`config.mk`:
```
export PLATFORM = sky130hd
export DESIGN_NAME = fixio_router
export DESIGN_NICKNAME = d
export VERILOG_FILES = /design/src/rtl/fixio_pkg.sv /design/src/rtl/fixio_classify.sv /design/src/rtl/fixio_term_data.sv /design/src/rtl/fixio_router.sv
export SDC_FILE = /design/constraint.sdc
export NUM_CORES = 1
export LEC_CHECK = 0
export BUFFER_PORTS_ARGS = -buffer_cell sky130_fd_sc_hd__buf_2
export CORE_MARGIN = 2
export CORE_UTILIZATION = 24
export CTS_BUF_LIST = sky130_fd_sc_hd__clkbuf_4
export DETAILED_ROUTE_END_ITERATION = 6
export PLACE_DENSITY_LB_ADDON = 0.05
export SETUP_SLACK_MARGIN = 0.02
export SLEW_MARGIN = 20
export SYNTH_ARGS = -nofsm -noshare
export SYNTH_HDL_FRONTEND = slang
export SYNTH_SLANG_ARGS = --single-unit
```
`constraint.sdc`:
```
create_clock -name clk -period 2.6 [get_ports clk]
set_input_delay 0.39 -clock clk [delete_from_list [all_inputs] [get_ports clk]]
set_output_delay 0.39 -clock clk [all_outputs]
set_load 0.02 [all_outputs]
```
`src/rtl/fixio_pkg.sv`:
```
package fixio_pkg;
  localparam int NDEST   = 9;
  localparam int D_TERM  = 0;
  localparam int D_PIC   = 1;
  localparam int D_TMR   = 2;
  localparam int D_NMI   = 3;
  localparam int D_RTC   = 4;
  localparam int D_RST   = 5;
  localparam int D_PM    = 6;
  localparam int D_SBUS  = 7;
  localparam int D_PCIE  = 8;

  typedef struct packed {
    logic nmi_alias_en;
    logic rtc_upper_en;
    logic pcie_route;
    logic kbd_en;
    logic mcu_en;
    logic sio_en;
    logic mcu2_en;
    logic game_lo_en;
    logic game_hi_en;
  } fixio_cfg_t;
endpackage

```
`src/rtl/fixio_classify.sv`:
```
module fixio_classify
  import fixio_pkg::*;
#(
  parameter int ADDR_W = 16
) (
  input  logic [ADDR_W-1:0] addr,
  input  logic              write,
  input  fixio_cfg_t        cfg,
  output logic [NDEST-1:0]  dest,
  output logic [ADDR_W-1:0] eff_addr
);
  localparam int HI_W = ADDR_W - 8;

  logic [7:0]      lo;
  logic [HI_W-1:0] hi;
  logic            p80_shape;

  assign lo = addr[7:0];
  assign hi = addr[ADDR_W-1:8];
  // low nibble in {0,4,5,6,8,C,D,E}
  assign p80_shape = (lo[2:0] == 3'b000) || (lo[2] && (lo[1:0] != 2'b11));

  always_comb begin
    dest     = '0;
    eff_addr = addr;
    if (hi == '0) begin
      if (((lo[7:5] == 3'b001) || (lo[7:5] == 3'b101)) && !lo[1]) begin
        dest[D_PIC] = 1'b1;
      end else if ((lo & 8'hEF) == 8'h40 || (lo & 8'hEF) == 8'h42 ||
                   (lo & 8'hEF) == 8'h43) begin
        dest[D_TMR] = 1'b1;
      end else if (lo == 8'h2E || lo == 8'h2F) begin
        dest[D_SBUS] = cfg.sio_en;
      end else if (lo == 8'h4E || lo == 8'h4F) begin
        dest[D_SBUS] = cfg.mcu2_en;
      end else if (lo == 8'h60 || lo == 8'h64) begin
        dest[D_SBUS] = cfg.kbd_en;
      end else if (lo == 8'h62 || lo == 8'h66) begin
        dest[D_SBUS] = cfg.mcu_en;
      end else if (lo == 8'h61) begin
        dest[D_NMI] = 1'b1;
      end else if (lo == 8'h63 || lo == 8'h65 || lo == 8'h67) begin
        if (cfg.nmi_alias_en) begin
          dest[D_NMI] = 1'b1;
          eff_addr    = ADDR_W'(16'h0061);
        end
      end else if (lo[7:3] == 5'b01110) begin
        if (!cfg.rtc_upper_en && lo[1]) eff_addr = {addr[ADDR_W-1:3], 3'b000} | ADDR_W'(addr[0]);
        dest[D_RTC] = 1'b1;
        if (write && eff_addr == ADDR_W'(16'h0070)) dest[D_NMI] = 1'b1;
      end else if (lo[7:4] == 4'h8 && p80_shape) begin
        if (cfg.pcie_route) dest[D_PCIE] = 1'b1;
        else                dest[D_SBUS] = 1'b1;
      end else if (lo[7:4] == 4'h9 && p80_shape) begin
        dest[D_SBUS] = 1'b1;
        eff_addr     = addr & ~ADDR_W'(16'h0010);
      end else if (lo == 8'h92) begin
        dest[D_RST] = 1'b1;
      end else if (lo == 8'hB2 || lo == 8'hB3) begin
        dest[D_PM] = 1'b1;
      end
    end else if (addr == ADDR_W'(16'h04D0) || addr == ADDR_W'(16'h04D1)) begin
      dest[D_PIC] = 1'b1;
    end else if (addr == ADDR_W'(16'h0CF9)) begin
      dest[D_RST] = 1'b1;
    end else if (addr[ADDR_W-1:4] == (ADDR_W-4)'(12'h020)) begin
      dest[D_SBUS] = addr[3] ? cfg.game_hi_en : cfg.game_lo_en;
    end
    if (dest == '0) begin
      dest[D_TERM] = 1'b1;
      eff_addr     = addr;
    end
  end
endmodule

```
`src/rtl/fixio_term_data.sv`:
```
module fixio_term_data #(
  parameter int DATA_W = 32,
  localparam int BE_W  = DATA_W / 8
) (
  input  logic              term,
  input  logic              write,
  input  logic [BE_W-1:0]   be,
  output logic [DATA_W-1:0] rdata
);
  for (genvar i = 0; i < BE_W; i++) begin : g_lane
    assign rdata[i*8 +: 8] = (term && !write && be[i]) ? 8'hFF : 8'h00;
  end
endmodule

```
`src/rtl/fixio_router.sv`:
```
module fixio_router
  import fixio_pkg::*;
#(
  parameter int ADDR_W = 16,
  parameter int DATA_W = 32,
  localparam int BE_W  = DATA_W / 8
) (
  input  logic              clk,
  input  logic              rst,
  input  logic              req_valid,
  output logic              req_ready,
  input  logic [ADDR_W-1:0] req_addr,
  input  logic [BE_W-1:0]   req_be,
  input  logic              req_write,
  input  logic [DATA_W-1:0] req_wdata,
  input  logic              cfg_nmi_alias_en,
  input  logic              cfg_rtc_upper_en,
  input  logic              cfg_pcie_route,
  input  logic              cfg_kbd_en,
  input  logic              cfg_mcu_en,
  input  logic              cfg_sio_en,
  input  logic              cfg_mcu2_en,
  input  logic              cfg_game_lo_en,
  input  logic              cfg_game_hi_en,
  output logic              rsp_valid,
  output logic [NDEST-1:0]  rsp_dest,
  output logic [ADDR_W-1:0] rsp_addr,
  output logic              rsp_write,
  output logic [BE_W-1:0]   rsp_be,
  output logic [DATA_W-1:0] rsp_wdata,
  output logic [DATA_W-1:0] rsp_rdata
);
  fixio_cfg_t        cfg;
  logic [NDEST-1:0]  dec_dest;
  logic [ADDR_W-1:0] dec_addr;
  logic [DATA_W-1:0] dec_rdata;
  logic              accept;

  assign cfg = '{nmi_alias_en: cfg_nmi_alias_en, rtc_upper_en: cfg_rtc_upper_en,
                 pcie_route: cfg_pcie_route, kbd_en: cfg_kbd_en, mcu_en: cfg_mcu_en,
                 sio_en: cfg_sio_en, mcu2_en: cfg_mcu2_en,
                 game_lo_en: cfg_game_lo_en, game_hi_en: cfg_game_hi_en};

  assign req_ready = !rst;
  assign accept    = req_valid && req_ready;

  fixio_classify #(.ADDR_W(ADDR_W)) u_classify (
    .addr(req_addr), .write(req_write), .cfg(cfg),
    .dest(dec_dest), .eff_addr(dec_addr)
  );

  fixio_term_data #(.DATA_W(DATA_W)) u_term (
    .term(dec_dest[D_TERM]), .write(req_write), .be(req_be), .rdata(dec_rdata)
  );

  always_ff @(posedge clk) begin
    if (rst) begin
      rsp_valid <= 1'b0;
      rsp_dest  <= '0;
      rsp_addr  <= '0;
      rsp_write <= 1'b0;
      rsp_be    <= '0;
      rsp_wdata <= '0;
      rsp_rdata <= '0;
    end else begin
      rsp_valid <= accept;
      if (accept) begin
        rsp_dest  <= dec_dest;
        rsp_addr  <= dec_addr;
        rsp_write <= req_write;
        rsp_be    <= req_be;
        rsp_wdata <= req_wdata;
        rsp_rdata <= dec_rdata;
      end
    end
  end

  AST_RSP_AFTER_ACCEPT: assert property (@(posedge clk) disable iff (rst)
    accept |=> rsp_valid) else $error("rsp missing");
  AST_NO_SPURIOUS_RSP: assert property (@(posedge clk) disable iff (rst)
    !accept |=> !rsp_valid) else $error("spurious rsp");
  AST_DEST_SINGLE: assert property (@(posedge clk) disable iff (rst)
    rsp_valid && !(rsp_write && rsp_addr == ADDR_W'(16'h0070)) |-> $onehot0(rsp_dest) && rsp_dest != '0)
    else $error("dest not one-hot");
  AST_DUAL_ONLY_P70W: assert property (@(posedge clk) disable iff (rst)
    rsp_valid && $countones(rsp_dest) == 2 |->
      rsp_write && rsp_addr == ADDR_W'(16'h0070) && rsp_dest[D_NMI] && rsp_dest[D_RTC])
    else $error("bad dual target");
  AST_CLAIMED_NO_RDATA: assert property (@(posedge clk) disable iff (rst)
    rsp_valid && !rsp_dest[D_TERM] |-> rsp_rdata == '0) else $error("rdata leak");
  AST_TERM_FULL_ONES: assert property (@(posedge clk) disable iff (rst)
    rsp_valid && rsp_dest[D_TERM] && !rsp_write && rsp_be == '1 |-> rsp_rdata == '1)
    else $error("term rdata");
  AST_NMI_ADDR: assert property (@(posedge clk) disable iff (rst)
    rsp_valid && rsp_dest[D_NMI] |-> rsp_addr == ADDR_W'(16'h0061) || rsp_addr == ADDR_W'(16'h0070))
    else $error("nmi addr");
endmodule

```
# Yosys cells after proc, flatten, opt, wreduce, memory -nomap -nowiden
# Cells that the tools add are included.
[word_totals]
regBits = 95
input_bits = 65
output_inout_bits = 96
wordCells = 145
[classes]
bitwise_logic = 1
reduce_logical = 31
n_eq_ne = 29
mux = 77
[op_table]
columns = ["operator", "n"]
rows = [
  ["2-to-1 mux 16 bit", 23],
  ["== test 8 x 7 -> 1 bit, second input constant", 10],
  ["2-to-1 mux 1 bit", 35],
  ["== test 16 x 11 -> 1 bit, second input constant", 2],
  ["2-to-1 mux 8 bit", 4],
  ["== test 8 bit, second input constant", 3],
  ["== test 7 x 6 -> 1 bit, second input constant", 3],
  ["2-to-1 mux 4 bit", 5],
  ["2-to-1 mux 5 bit", 4],
  ["== test 16 x 12 -> 1 bit, second input constant", 1],
  ["== test 16 x 7 -> 1 bit, second input constant", 1],
  ["== test 8 x 6 -> 1 bit, second input constant", 2],
  ["logical NOT 8 bit", 2],
  ["OR 16 x 1 -> 16 bit", 1],
  ["== test 12 x 6 -> 1 bit, second input constant", 1],
  ["logical AND 1 bit", 12],
  ["logical OR 1 bit", 12],
  ["== test 4 bit, second input constant", 2],
  ["2-to-1 mux 7 bit", 1],
  ["2-to-1 mux 2 bit", 3],
  ["2-to-1 mux 6 bit", 1],
  ["== test 5 x 4 -> 1 bit, second input constant", 1],
  ["logical NOT 1 bit", 4],
  ["== test 3 x 1 -> 1 bit, second input constant", 1],
  ["other kinds (4)", 4],
]

# Longest topological paths before layout
[logic_depth]
ltp_word = 31
ltp_mapped = 8
depth_no_buf = 7

# By module
# From an unflattened synthesis, not the netlist that was laid out.
[unflattened]
hier_cells = 438
hier_area_um2 = 4236.6
[modules_own_cells]
columns = ["module", "area_per_inst_um2", "instances", "cells_each", "seq_area_each_um2"]
rows = [
  ["fixio_router", 3382.0, 1, 307, 1901.8],
  ["fixio_classify", 609.3, 1, 99, 0.0],
  ["fixio_term_data", 245.2, 1, 32, 0.0],
]

# Worst setup path before layout
# OpenSTA, ideal clock, no wires.
[synth_timing]
path_kind = "input to register"
from = "input req_addr[7]"
to = "register rsp_rdata[15]"
path_stages = 8
t_arrival_ns = 1.905
path_buffers = 1
required_time_ns = 2.540
path_slack_ns = 0.635
path_cell_list = "buf_6 > nor3b_4 > nand3_2 > or3_4 > a21oi_2 > o2111ai_2 > nor4_4 > a22o_1"
[synth_via]
elab_chain_len = 30
[synth_lines]
columns = ["element", "line", "text"]
rows = [
  ["start, declared", "fixio_router.sv:12", "input logic [ADDR_W-1:0] req_addr,"],
  ["OR 16 x 1 -> 16 bit", "fixio_classify.sv:48", "if (!cfg.rtc_upper_en && lo[1]) eff_addr = {addr[ADDR_W-1:3], 3'b000} | ADDR_W'(addr[0]);"],
  ["2-to-1 mux 16 bit", "fixio_classify.sv:48", ""],
  ["2-to-1 mux 16 bit", "fixio_classify.sv:47", "end else if (lo[7:3] == 5'b01110) begin"],
  ["2-to-1 mux 16 bit", "fixio_classify.sv:42", "end else if (lo == 8'h63 || lo == 8'h65 || lo == 8'h67) begin"],
  ["2-to-1 mux 16 bit", "fixio_classify.sv:40", "end else if (lo == 8'h61) begin"],
  ["2-to-1 mux 16 bit", "fixio_classify.sv:38", "end else if (lo == 8'h62 || lo == 8'h66) begin"],
  ["2-to-1 mux 16 bit", "fixio_classify.sv:36", "end else if (lo == 8'h60 || lo == 8'h64) begin"],
  ["2-to-1 mux 16 bit", "fixio_classify.sv:34", "end else if (lo == 8'h4E || lo == 8'h4F) begin"],
  ["[13 not listed]", "--", ""],
  ["2-to-1 mux 4 bit", "fixio_classify.sv:32", "end else if (lo == 8'h2E || lo == 8'h2F) begin"],
  ["2-to-1 mux 6 bit", "fixio_classify.sv:29", "end else if ((lo & 8'hEF) == 8'h40 || (lo & 8'hEF) == 8'h42 ||"],
  ["2-to-1 mux 7 bit", "fixio_classify.sv:27", "if (((lo[7:5] == 3'b001) || (lo[7:5] == 3'b101)) && !lo[1]) begin"],
  ["2-to-1 mux 3 bit", "fixio_classify.sv:26", "if (hi == '0) begin"],
  ["logical NOT 8 bit *", "fixio_classify.sv:69", "if (dest == '0) begin"],
  ["2-to-1 mux 1 bit *", "fixio_classify.sv:69", ""],
  ["logical AND 1 bit * (2 in a row)", "fixio_term_data.sv:11", "assign rdata[i*8 +: 8] = (term && !write && be[i]) ? 8'hFF : 8'h00;"],
  ["2-to-1 mux 8 bit *", "fixio_term_data.sv:11", ""],
  ["end signal, assigned", "fixio_router.sv:73", "rsp_rdata <= dec_rdata;"],
  ["end, declared", "fixio_router.sv:31", "output logic [DATA_W-1:0] rsp_rdata"],
]
# Every way passes the cells marked *; elsewhere a longest branch is shown, timed or not. The select of a mux whose other input is x is not followed.
# A chain may end at the register's enable or synchronous reset.

# Worst setup path after layout
[layout_timing]
from = "input req_addr[6]"
to = "register rsp_rdata[15]"
# Same word-level chain as after synthesis.

==> flow_summary.ini <==
[outcome]
outcome = finished clean

[worst_setup_path]
worst-r2r-cell-count = 3
critPathLaunch = req_addr[6]
crit_fanout = 11
r2r-start = rsp_addr[1]
critPathLaunchType = input port
arrival_ps = 2320
r2r-end = rsp_addr[1]
reg2reg_slack_ps = 1710
cp.required_ps = 2970
critPathKind = in2reg
endpoint = rsp_rdata[15]
cp-end-kind = flip-flop

[sta]
layout_min_cycle_time_ps = 1950
maxSlewHeadroom_pct = 45.8
report.final.slew_viol_count = 0
hold_viol_final = 0
fin_crit_sh_pct = 75.2
fmax_mhz = 512
rsz0062_at_grt = false
fin_skew_ps = 0
setup_ws_ps = 646
setup_viol = 0
tns_ps = 0
worst_slew_pin_slew_ps = 813

[route]
wl_per_cell_um = 14.7
drt-total-wl_um = 9360
drt_first_pass_iters = 4
ant_nets = 0
drc = 0
drtIter0Drc = 102
vias = 2805
vias_per_cell = 4.40

[logic_synthesis]
seq_area_frac_synth_pct = 42.9
synth_seq_cells = 67
synth_warnings = 0
synth_top_area_share_pct = 42.9
synth_top_area_cell = dfxtp_1
syn-instance-count = 334
synth_edf_count = 0
synth_cell_types = 53
avgSynthCellArea_sq_um = 9.36
ys_top_cells_by_area = dfxtp_1, mux2i_1, nor2_1
syn_nets = 399
synthArstFlopShare_pct = 0
synth_area_sq_um = 3130
synth_ff_type = dfxtp_1

[floorplanning]
core_area_sq_um = 12700
ioPinCount = 161
fp.dieH_um = 118
die_w_um = 118
rows = 41
start_util_pct = 24.7
floorplan.die_area_sq_um = 14000

[placed_design]
pre_cts_slack_ps = 228
port_buffers = 160
dp_hpwl_um = 6920
gp_congestion = 0.834

[cells_and_area]
final_nets = 526
syn_to_final_growth_pct = 29.1
register_area_sq_um = 1340
antenna_cells = 0
multi_input_area_sq_um = 1460
fillers = 1376
utilization_pct = 31.9
drive_above_1_share_pct = 41.6

[clock_tree]
cts-hold-fix-buffers = 0
cts_buffers = 9
root_buffer = clkbuf_4
cts_tree = done
post_cts_buffers = 0
path_clk_slew_ps = 130
insertion_delay_ps = 410
clock_sinks = 67
cts_resized = 0
cts_buffer_depth = 2
cts_htree_levels = 3

[power]
p_per_area_nw_per_um2 = 580
comb_power_share_pct = 17.6
clkPwrFrac_pct = 35.0
vdd_ir_drop_max_mv = 0.269
internal-power_mw = 1.64
swShare_pct = 30.2
seqPwrFrac_pct = 47.4
p_sw_mw = 0.708
power_leakage_nw = 2.06

[worst_hold_path]
hp-class = in2reg

[grt]
antenna_found_initial = 0
grt_pass1_vias = 2753
grt_first_pass_wirelength_um = 14900
grt_usage_pct = 13.4
grt_max_degree = 49
grt-ovfl-total = 0

[run]
drv_cap = 0
-- worst min-delay path by stage --
| stage | from | endpoint | slack [ps] | cells past startpoint |
|---|---|---|---|---|
| final | req_wdata[1] | rsp_wdata[1] | 190 | 3 |
| after floorplan | rst | rsp_valid | 490 | 1 |
| after CTS | req_wdata[16] | rsp_wdata[16] | 150 | 3 |
| after global placement | rsp_addr[4] | rsp_addr[4] | 440 | 2 |
| after global routing | req_wdata[13] | rsp_wdata[13] | 150 | 3 |
| after detailed placement | rsp_dest[3] | rsp_dest[3] | 440 | 2 |
-- cells in the mapped netlist, types with 2 or more instances --
library cell,n
a21oi_1,8
a22o_1,4
a31oi_1,2
and3_1,2
and3b_1,2
and4b_1,2
buf_2,3
buf_4,28
buf_6,2
clkbuf_1,14
dfxtp_1,67
inv_1,4
mux2i_1,51
nand2_1,13
nand2b_1,3
nand3_1,10
nand4_1,3
nor2_1,64
nor2b_1,4
nor3_1,4
nor3b_1,3
nor4_2,2
nor4b_1,3
o211ai_1,3
o21ai_0,4
o22ai_1,2
-- per-stage QoR --
stage                     total power [mW]  hold slack, ps  instance area [sq um]  std cells
after floorplan                       1.40             486                   3130        334
after global placement                1.55             439                   3870        622
after detailed placement              1.55             443                   3870        622
after CTS                             2.39             151                   4040        638
after global routing                  2.48             155                   4040        638
final                                 2.34             192                   4040        638
-- power by group through the flow --
stage | Sequential [mW] | Clock (mW) | Combinational [mW]
after floorplan | 1.20 | 0 | 0.202
after global placement | 1.13 | 0 | 0.419
after detailed placement | 1.13 | 0 | 0.418
after CTS | 1.11 | 0.858 | 0.418
after global routing | 1.12 | 0.911 | 0.450
final | 1.11 | 0.820 | 0.412
-- flip-flops by register name, summed over array words and instances, names as in the netlist --
name and count:
rsp_be 4, rsp_wdata 32, rsp_write 1, rsp_addr 16, rsp_valid 1, rsp_rdata 4, rsp_dest 9
-- cell type report --
cell class / count / share of cell area (%)
Inverter: 5 / 0.465
Clock inverter: 7 / 2.45
Multi-Input combinational cell: 214 / 36.2
Tap cell: 172 / 5.33
Timing Repair Buffer: 164 / 20.6
Clock buffer: 9 / 1.67
Sequential cell: 67 / 33.2
-- cells in the final DEF (no fill, tap or decap), types with 5 or more instances in the layout --
cell type,n
a21oi_1,8
mux2i_1,51
nand2_1,13
buf_2,159
nand3_1,10
nor2_1,64
buf_4,5
clkbuf_4,9
dfxtp_1,67
-- cells by family after synthesis --
kind of cell,count (synthesis),share of synthesized area (%)
AND/OR/NAND/NOR,125,21.0
flip-flops,67,42.9
buffers and inverters,53,10.3
multiplexers,52,16.7
AO/OA/AOI/OAI,36,8.84
XOR/XNOR,1,0.280
-- routing by layer --
layer,routed length [um],vias to the layer above,global-route usage (%)
met5,0,-,0
met4,98,0,3.84
met3,807,5,5.89
met2,4040,106,20.2
met1,4410,1306,17.2
li1,-,1388,-
-- critical path, stage by stage --
cell and delay (ps):
buf_2 230, nor3b_4 350, nand3_1 220, and4b_1 310, o31ai_1 130, o2111ai_2 250, nor4_4 260, a22o_1 170
(Power assumes the default switching activity.)
